## config.mk

```make
export PLATFORM = sky130hd
export DESIGN_NAME = pkt_ack_retry_ctrl
export DESIGN_NICKNAME = d
export VERILOG_FILES = /design/src/rtl/par_pkg.sv /design/src/rtl/par_flit_store.sv /design/src/rtl/par_ack_timer.sv /design/src/rtl/par_retry_budget.sv /design/src/rtl/pkt_ack_retry_ctrl.sv
export SDC_FILE = /design/constraint.sdc
export NUM_CORES = 1
export LEC_CHECK = 0
export BUFFER_PORTS_ARGS = -buffer_cell sky130_fd_sc_hd__buf_2
export CAP_MARGIN = 10
export CORE_UTILIZATION = 27
export CTS_CLUSTER_SIZE = 14
export DETAILED_ROUTE_END_ITERATION = 6
export GPL_TIMING_DRIVEN = 0
export PLACE_DENSITY = 0.52
export SYNTH_ARGS = -nofsm -noshare
export SYNTH_HDL_FRONTEND = slang
export SYNTH_SLANG_ARGS = --single-unit
```

## constraint.sdc

```tcl
create_clock -name clk -period 3.5 [get_ports clk]
set_clock_uncertainty 0.05 [all_clocks]
set_input_delay 0.7 -clock clk [delete_from_list [all_inputs] [get_ports clk]]
set_output_delay 0.7 -clock clk [all_outputs]
set_load 0.02 [all_outputs]
```

## src/rtl/par_pkg.sv

```systemverilog
// Shared types for the packet acknowledge and retry controller.
// Assumes: two-bit flit kind code that the link side decodes.
package par_pkg;
    typedef enum logic [1:0] {
        KIND_ROUTE = 2'd0,
        KIND_TRANS = 2'd1,
        KIND_EOP   = 2'd2
    } flit_kind_e;

    typedef enum logic [1:0] {
        ST_IDLE = 2'd0,
        ST_SEND = 2'd1,
        ST_WAIT = 2'd2,
        ST_EOP  = 2'd3
    } ctrl_state_e;
endpackage

```

## src/rtl/par_flit_store.sv

```systemverilog
// Replay buffer: holds one packet of up to DEPTH flits.
// Written sequentially from index 0; read at any index; cleared as a whole.
// Assumes the writer never writes while count equals DEPTH.
module par_flit_store #(
    parameter int FLIT_W = 16,
    parameter int DEPTH  = 16,
    localparam int IDX_W = $clog2(DEPTH),
    localparam int CNT_W = $clog2(DEPTH + 1)
) (
    input  logic              clk,
    input  logic              rst_n,
    input  logic              clr,
    input  logic              wr_en,
    input  logic [FLIT_W-1:0] wr_data,
    input  logic [IDX_W-1:0]  rd_idx,
    output logic [FLIT_W-1:0] rd_data,
    output logic [CNT_W-1:0]  count
);
    logic [FLIT_W-1:0] mem [DEPTH];

    // Store each written flit at the next free slot.
    always_ff @(posedge clk) begin
        if (wr_en) begin
            mem[count[IDX_W-1:0]] <= wr_data;
        end
    end

    // Track the number of stored flits.
    always_ff @(posedge clk) begin
        if (!rst_n) begin
            count <= '0;
        end else if (clr) begin
            count <= '0;
        end else if (wr_en) begin
            count <= count + 1'b1;
        end
    end

    // Random-access read for transmission.
    assign rd_data = mem[rd_idx];
endmodule

```

## src/rtl/par_ack_timer.sv

```systemverilog
// Acknowledgment deadline: counts cycles while run is high.
// Raises expired in the TIMEOUT-th consecutive run cycle; restarts when run drops.
// Assumes TIMEOUT >= 2.
module par_ack_timer #(
    parameter int TIMEOUT = 64,
    localparam int TW = $clog2(TIMEOUT)
) (
    input  logic clk,
    input  logic rst_n,
    input  logic run,
    output logic expired
);
    logic [TW-1:0] cnt;

    // Final counted cycle of the waiting window.
    assign expired = run && (cnt == TW'(TIMEOUT - 1));

    // Count waiting cycles and restart outside the window.
    always_ff @(posedge clk) begin
        if (!rst_n) begin
            cnt <= '0;
        end else if (!run) begin
            cnt <= '0;
        end else if (!expired) begin
            cnt <= cnt + 1'b1;
        end
    end
endmodule

```

## src/rtl/par_retry_budget.sv

```systemverilog
// Replay budget of one packet: counts replays and compares against the limit.
// Assumes bump is only raised while exhausted is low.
module par_retry_budget #(
    parameter int LIM_W = 4
) (
    input  logic             clk,
    input  logic             rst_n,
    input  logic             clr,
    input  logic             bump,
    input  logic [LIM_W-1:0] limit,
    output logic             exhausted
);
    logic [LIM_W-1:0] used;

    // No replay left once used reaches the limit.
    assign exhausted = (used >= limit);

    // Count the replays granted to the current packet.
    always_ff @(posedge clk) begin
        if (!rst_n) begin
            used <= '0;
        end else if (clr) begin
            used <= '0;
        end else if (bump) begin
            used <= used + 1'b1;
        end
    end
endmodule

```

## src/rtl/pkt_ack_retry_ctrl.sv

```systemverilog
// Source-side packet controller: loads one packet, sends route flit and transactions,
// flags the last one, waits for one acknowledgment, then sends end-of-packet.
// Error tokens and acknowledgment timeouts replay the packet up to a limit, then fault.
// Assumes packets of 1..MAX_FLITS flits with route id valid on the first flit.
module pkt_ack_retry_ctrl
    import par_pkg::*;
#(
    parameter int FLIT_W    = 16,
    parameter int ROUTE_W   = 8,
    parameter int MAX_FLITS = 16,
    parameter int TIMEOUT   = 64,
    parameter int LIM_W     = 4,
    parameter logic [LIM_W-1:0] LIMIT_RST = 4'd3
) (
    input  logic               clk,
    input  logic               rst_n,
    input  logic               in_valid,
    output logic               in_ready,
    input  logic [FLIT_W-1:0]  in_data,
    input  logic               in_last,
    input  logic [ROUTE_W-1:0] in_route_id,
    output logic               tx_valid,
    input  logic               tx_ready,
    output logic [1:0]         tx_kind,
    output logic [FLIT_W-1:0]  tx_data,
    output logic               tx_ack_now,
    input  logic               rx_ack,
    input  logic               rx_err,
    input  logic               cfg_we,
    input  logic [LIM_W-1:0]   cfg_retry_limit,
    output logic               busy,
    output logic               done,
    output logic               fault,
    output logic [ROUTE_W-1:0] fault_route
);
    localparam int IDX_W = $clog2(MAX_FLITS);
    localparam int CNT_W = $clog2(MAX_FLITS + 1);

    ctrl_state_e          state;
    logic [IDX_W-1:0]     rd_idx;
    logic [CNT_W-1:0]     count;
    logic [FLIT_W-1:0]    rd_data;
    logic [ROUTE_W-1:0]   route_q;
    logic [LIM_W-1:0]     limit_q;
    logic                 expired;
    logic                 exhausted;
    logic                 accept;
    logic                 tx_fire;
    logic                 at_last;
    logic                 fail_evt;
    logic                 retry_ok;
    logic                 give_up;
    logic                 finish;
    flit_kind_e           kind_w;

    // Handshake and event decode.
    assign in_ready = (state == ST_IDLE) && (count != CNT_W'(MAX_FLITS));
    assign accept   = in_valid && in_ready;
    assign tx_fire  = tx_valid && tx_ready;
    assign at_last  = (CNT_W'(rd_idx) == count - 1'b1);
    assign fail_evt = ((state == ST_SEND) && rx_err) ||
                      ((state == ST_WAIT) && (rx_err || (expired && !rx_ack)));
    assign retry_ok = fail_evt && !exhausted;
    assign give_up  = fail_evt && exhausted;
    assign finish   = (state == ST_EOP) && tx_fire;
    assign busy     = (state != ST_IDLE);

    // Transmit port view of the current state.
    always_comb begin
        tx_valid   = 1'b0;
        kind_w     = KIND_TRANS;
        tx_data    = '0;
        tx_ack_now = 1'b0;
        if (state == ST_SEND) begin
            tx_valid   = 1'b1;
            kind_w     = (rd_idx == '0) ? KIND_ROUTE : KIND_TRANS;
            tx_data    = rd_data;
            tx_ack_now = at_last;
        end else if (state == ST_EOP) begin
            tx_valid = 1'b1;
            kind_w   = KIND_EOP;
        end
    end
    assign tx_kind = kind_w;

    par_flit_store #(.FLIT_W(FLIT_W), .DEPTH(MAX_FLITS)) u_store (
        .clk     (clk),
        .rst_n   (rst_n),
        .clr     (finish || give_up),
        .wr_en   (accept),
        .wr_data (in_data),
        .rd_idx  (rd_idx),
        .rd_data (rd_data),
        .count   (count)
    );

    par_ack_timer #(.TIMEOUT(TIMEOUT)) u_timer (
        .clk     (clk),
        .rst_n   (rst_n),
        .run     (state == ST_WAIT),
        .expired (expired)
    );

    par_retry_budget #(.LIM_W(LIM_W)) u_budget (
        .clk       (clk),
        .rst_n     (rst_n),
        .clr       (accept && in_last),
        .bump      (retry_ok),
        .limit     (limit_q),
        .exhausted (exhausted)
    );

    // Programmable replay limit.
    always_ff @(posedge clk) begin
        if (!rst_n) begin
            limit_q <= LIMIT_RST;
        end else if (cfg_we) begin
            limit_q <= cfg_retry_limit;
        end
    end

    // Main sequencing: load, send, wait for acknowledgment, release path.
    always_ff @(posedge clk) begin
        if (!rst_n) begin
            state   <= ST_IDLE;
            rd_idx  <= '0;
            route_q <= '0;
        end else begin
            unique case (state)
                ST_IDLE: begin
                    if (accept) begin
                        if (count == '0) begin
                            route_q <= in_route_id;
                        end
                        if (in_last) begin
                            state  <= ST_SEND;
                            rd_idx <= '0;
                        end
                    end
                end
                ST_SEND: begin
                    if (rx_err) begin
                        state  <= retry_ok ? ST_SEND : ST_IDLE;
                        rd_idx <= '0;
                    end else if (tx_fire) begin
                        if (at_last) begin
                            state <= ST_WAIT;
                        end else begin
                            rd_idx <= rd_idx + 1'b1;
                        end
                    end
                end
                ST_WAIT: begin
                    if (fail_evt) begin
                        state  <= retry_ok ? ST_SEND : ST_IDLE;
                        rd_idx <= '0;
                    end else if (rx_ack) begin
                        state <= ST_EOP;
                    end
                end
                ST_EOP: begin
                    if (tx_fire) begin
                        state <= ST_IDLE;
                    end
                end
                default: state <= ST_IDLE;
            endcase
        end
    end

    // One-cycle outcome pulses and failing route capture.
    always_ff @(posedge clk) begin
        if (!rst_n) begin
            done        <= 1'b0;
            fault       <= 1'b0;
            fault_route <= '0;
        end else begin
            done  <= finish;
            fault <= give_up;
            if (give_up) begin
                fault_route <= route_q;
            end
        end
    end
endmodule

```

==> Flow_metrics.wiki <==
{| class="wikitable"
! Metric !! Value
|-
| Layout overhead on the synthesized area || 23.0%
|-
| Syn nets || roughly 700
|-
| R2r startpoint || u_store.count[0]
|-
| Antenna violations before repair || 1
|-
| Slew @ Worst Pin || slightly below 0.9 ns
|-
| Max-slew violation count || 0
|-
| Area of the die || approximately 0.045 mm^2
|-
| Depth of the most critical reg-to-reg path || 10
|-
| Peak Freq || about 290 MHz
|-
| MaxCap Viol Count || 0
|-
| Global-route wire length before repair || 41.2 mm
|-
| Area of the core region || approximately 0.044 mm^2
|-
| Post-synth EDFFs || ~260
|-
| Critical Path Start Type || register
|-
| Post-Syn Instances || ~650
|-
| Htree depth || 1
|-
| Status || finished clean
|-
| Most common flop cell mapped by yosys || edfxtp_1
|-
| Post-synthesis sequential element count || 303
|-
| I/O pin total || a little under 70
|-
| Total overflow reported by the global router || 0
|-
| Max-slew headroom || 0.416
|-
| Vias || approximately 6.3k
|-
| # setup viols final || 0
|-
| Worst min-delay path class || in -> reg
|-
| Clock-pin slew reported for the worst setup and hold paths after clock tree synthesis || about 0.06 ns
|-
| Port Buffer Count || 66
|-
| DP Cell Count || about 1.3k
|-
| Cell Area, Synth || about 0.012 mm^2
|-
| Ys async rst share || 0
|-
| R2R setup slack || 0.42 ns
|-
| Arrival time worst endpoint || about 2.7 ns
|-
| Global-route total usage across every layer || 0.124
|-
| Standard-cell rows || 76
|-
| Number of library cell types mapped by synthesis || 44
|-
| Hold wc startpoint || cfg_retry_limit[0]
|-
| Final instance count without filler cells || between 1k and 1.5k
|-
| Highest ir drop seen on vdd || roughly 0.00029 V
|-
| Leak Pwr || 4.89 nW
|-
| Fill cells || roughly 4.3k
|-
| Clock tree buffer depth || 3
|-
| TritonCTS buffer count || 31
|-
| Share of cells above drive strength 1 || 0.334
|-
| Antenna diode count || 0
|-
| Placed wire-length estimate after detailed placement || 18.2 mm
|-
| Share of the synthesized area in compound gates (AO/OA/AOI/OAI) || 0.0206
|-
| Net count reported at finish || between 800 and 900
|-
| Worst-path maximum fanout || 8
|-
| Initial DRC Count || between 400 and 500
|-
| Total area of sequential cells || between 0.008 and 0.009 mm^2
|-
| Worst EP required || 2.75 ns
|-
| Cts hold-fix bufs || 0
|-
| Crit Path Class || reg -> out
|-
| Min Clock Period, post-route || between 3 and 4 ns
|-
| Antenna violation net count after detailed routing || 0
|-
| Post-route clock period utilization || 0.978
|-
| Number of global-route vias before repair || approximately 6.5k
|-
| Weighted congestion reported at the end of routability-driven placement || roughly 0.74
|-
| Horizontal die dimension || 213 um
|-
| Power per cell area || 530 mW/mm^2
|-
| Largest family of logic cells by synthesized area || multiplexers
|-
| CTS tree || built
|-
| Residual DRC count || 0
|-
| Area fraction of the dominant cell type after synthesis || 0.639
|-
| Multiplexer area fraction after synthesis || 0.169
|-
| Capturing point of the worst reg2reg path || route_q[7]
|-
| Pin count of the biggest net entering global routing || 25
|-
| Wirelength per Cell || between 20 and 25 um
|-
| Post-synthesis simple-gate area fraction || 0.0527
|-
| Unrepaired setup endpoints after global routing || yes
|-
| Total number of yosys warnings || 0
|-
| Number of vias per cell || between 4 and 5
|-
| Synthesized-area fraction occupied by xor and xnor cells || 0.00946
|-
| Cell type contributing the most total cell area after synthesis || edfxtp_1
|-
| Crit path capture type || primary output
|-
| Number of clock sinks || approximately 300
|-
| End point of the worst hold path || limit_q[0]
|-
| Initial core utilization || 0.276
|-
| Final-report hold violation count || 0
|-
| Die outline height || roughly 210 um
|-
| Routed wire length || around 28 mm
|-
| Root Buffer || clkbuf_16
|-
| Worst-skew pair later-pin latency || approximately 0.56 ns
|-
| Post-Synth Adder-Cell Area || 0.0135
|-
| Register area share after synthesis || 0.717
|-
| Total area of multi-input combinational cells || between 0.003 and 0.004 mm^2
|-
| Synthesized area per cell || 18.6 um^2
|-
| Hold path cells || 3
|-
| Largest cells by area after synthesis || edfxtp_1 64%, mux4_2 15%, dfxtp_1 7.8%, mux2i_1 1.8%, nor2_1 1.6%
|-
| Pre-Repair DR Iteration Count || 6
|-
| Hold WS || 0.308 ns
|}
==> worst max-delay path by stage <==
| stage | start | endpoint | slack (ns) |
|---|---|---|---|
| after global placement | u_store.count[0] | u_store.mem[3][5] | -1.34 |
| after global routing | register | tx_data[15] | -0.01 |
| final | register | tx_data[15] | 0.08 |
| after detailed placement | register | tx_data[13] | -0.13 |
| after CTS | register | tx_data[15] | -0.01 |
| after floorplan | u_store.count[0] | u_store.mem[3][0] | 0.56 |
==> layout by cell type (no fill, tap or decap), drive strengths merged, types with 2 or more instances in the layout <==
cell type    n
edfxtp     256
buf        102
mux4        80
clkbuf      63
nor2        52
dfxtp       47
nand2       23
mux2i       22
nor2b       18
inv         16
a21oi       14
ha          13
clkinv      12
o21ai       11
xnor2        8
nand3        8
xor2         5
nand2b       4
nor3         4
nand4        3
bufinv       3
nor3b        3
or3          3
and2         2
and3         2
o211ai       2
nand3b       2
o31ai        2
a32o         2
==> what timing repair did <==
action                                  CTS  global route
endpoints found under the setup margin   17            17
pin swaps                                 0             1
cloned                                    0             3
buffers inserted                          0             6
gates resized for setup                  42            11
==> metal layers <==
layer,share of wire,vias up,track usage
li1,-,2820,-
met1,0.47,3270,0.175
met2,0.47,156,0.199
met3,0.045,34,0.0221
met4,0.017,2,0.0266
met5,0.00043,-,0
==> critical path, cell delays in order, from the launching register on <==
cell and delay, ns:
dfxtp_4 0.38, buf_12 0.16, buf_16 0.16, mux4_2 0.51, mux4_2 0.51, nor2b_2 0.19
buf_4 0.19
==> logic make-up (layout without fill, tap and decap cells) <==
logic type,Yosys count,count (layout)
mux,103,103
fa+ha+maj,13,13
compound gates,38,38
xor+xnor,13,13
simple gates,130,130
buf+inv,48,196
flops,303,303
==> Yosys cell counts (3+ instances only) <==
master and number:
nor3_1 4, nor2_1 52, nand3_1 8, nand2b_1 4
mux4_2 80, a21oi_1 14, nand4_1 3, edfxtp_1 256
nand2_1 23, xnor2_1 8, nor3b_1 3, o21ai_0 11
dfxtp_1 47, clkbuf_1 18, ha_1 13, inv_1 15
nor2b_1 18, xor2_1 5, mux2i_1 22, buf_2 11
==> state kept, by name, summed over array words and instances, names as in the netlist, 2 cells and up, named ones only <==
| register | cells |
|---|---|
| route_q | 8 |
| u_store.mem | 256 |
| u_timer.cnt | 6 |
| rd_idx | 4 |
| u_budget.used | 4 |
| u_store.count | 5 |
| state | 2 |
| limit_q | 4 |
| fault_route | 8 |
==> through the flow <==
stage               TNS (ns)  cell area, um^2  power (mW)  utilization  setup slack (ns)
floorplan                  0            12000        4.37            -             0.565
global placement      -93.41            13100        4.55        0.301             -1.34
detailed placement    -0.968            13500        4.56        0.309            -0.126
CTS                  -0.0115            14600        7.92        0.336           -0.0115
global route         -0.0208            14800        8.13        0.340           -0.0123
finish                     0            14800        7.85        0.340            0.0772
==> report_power, final <==
| part | internal (mW) | total [mW] | switching (mW) |
|---|---|---|---|
| Clock | 1.97 | 3.33 | 1.36 |
| Combinational | 0.229 | 0.527 | 0.298 |
| Sequential | 3.97 | 3.99 | 0.0224 |
==> area by class of cell <==
| cell class | count | share of cell area |
|---|---|---|
| multi-input cells | 297 | 0.220 |
| clock buffers | 41 | 0.0591 |
| flip-flops and latches | 303 | 0.583 |
| well taps | 585 | 0.0494 |
| plain buffers | 31 | 0.0203 |
| inverters | 15 | 0.00380 |
| clock inverters | 16 | 0.0105 |
| repair buffers | 93 | 0.0541 |
No activity file was read; power rests on OpenSTA's default activity.
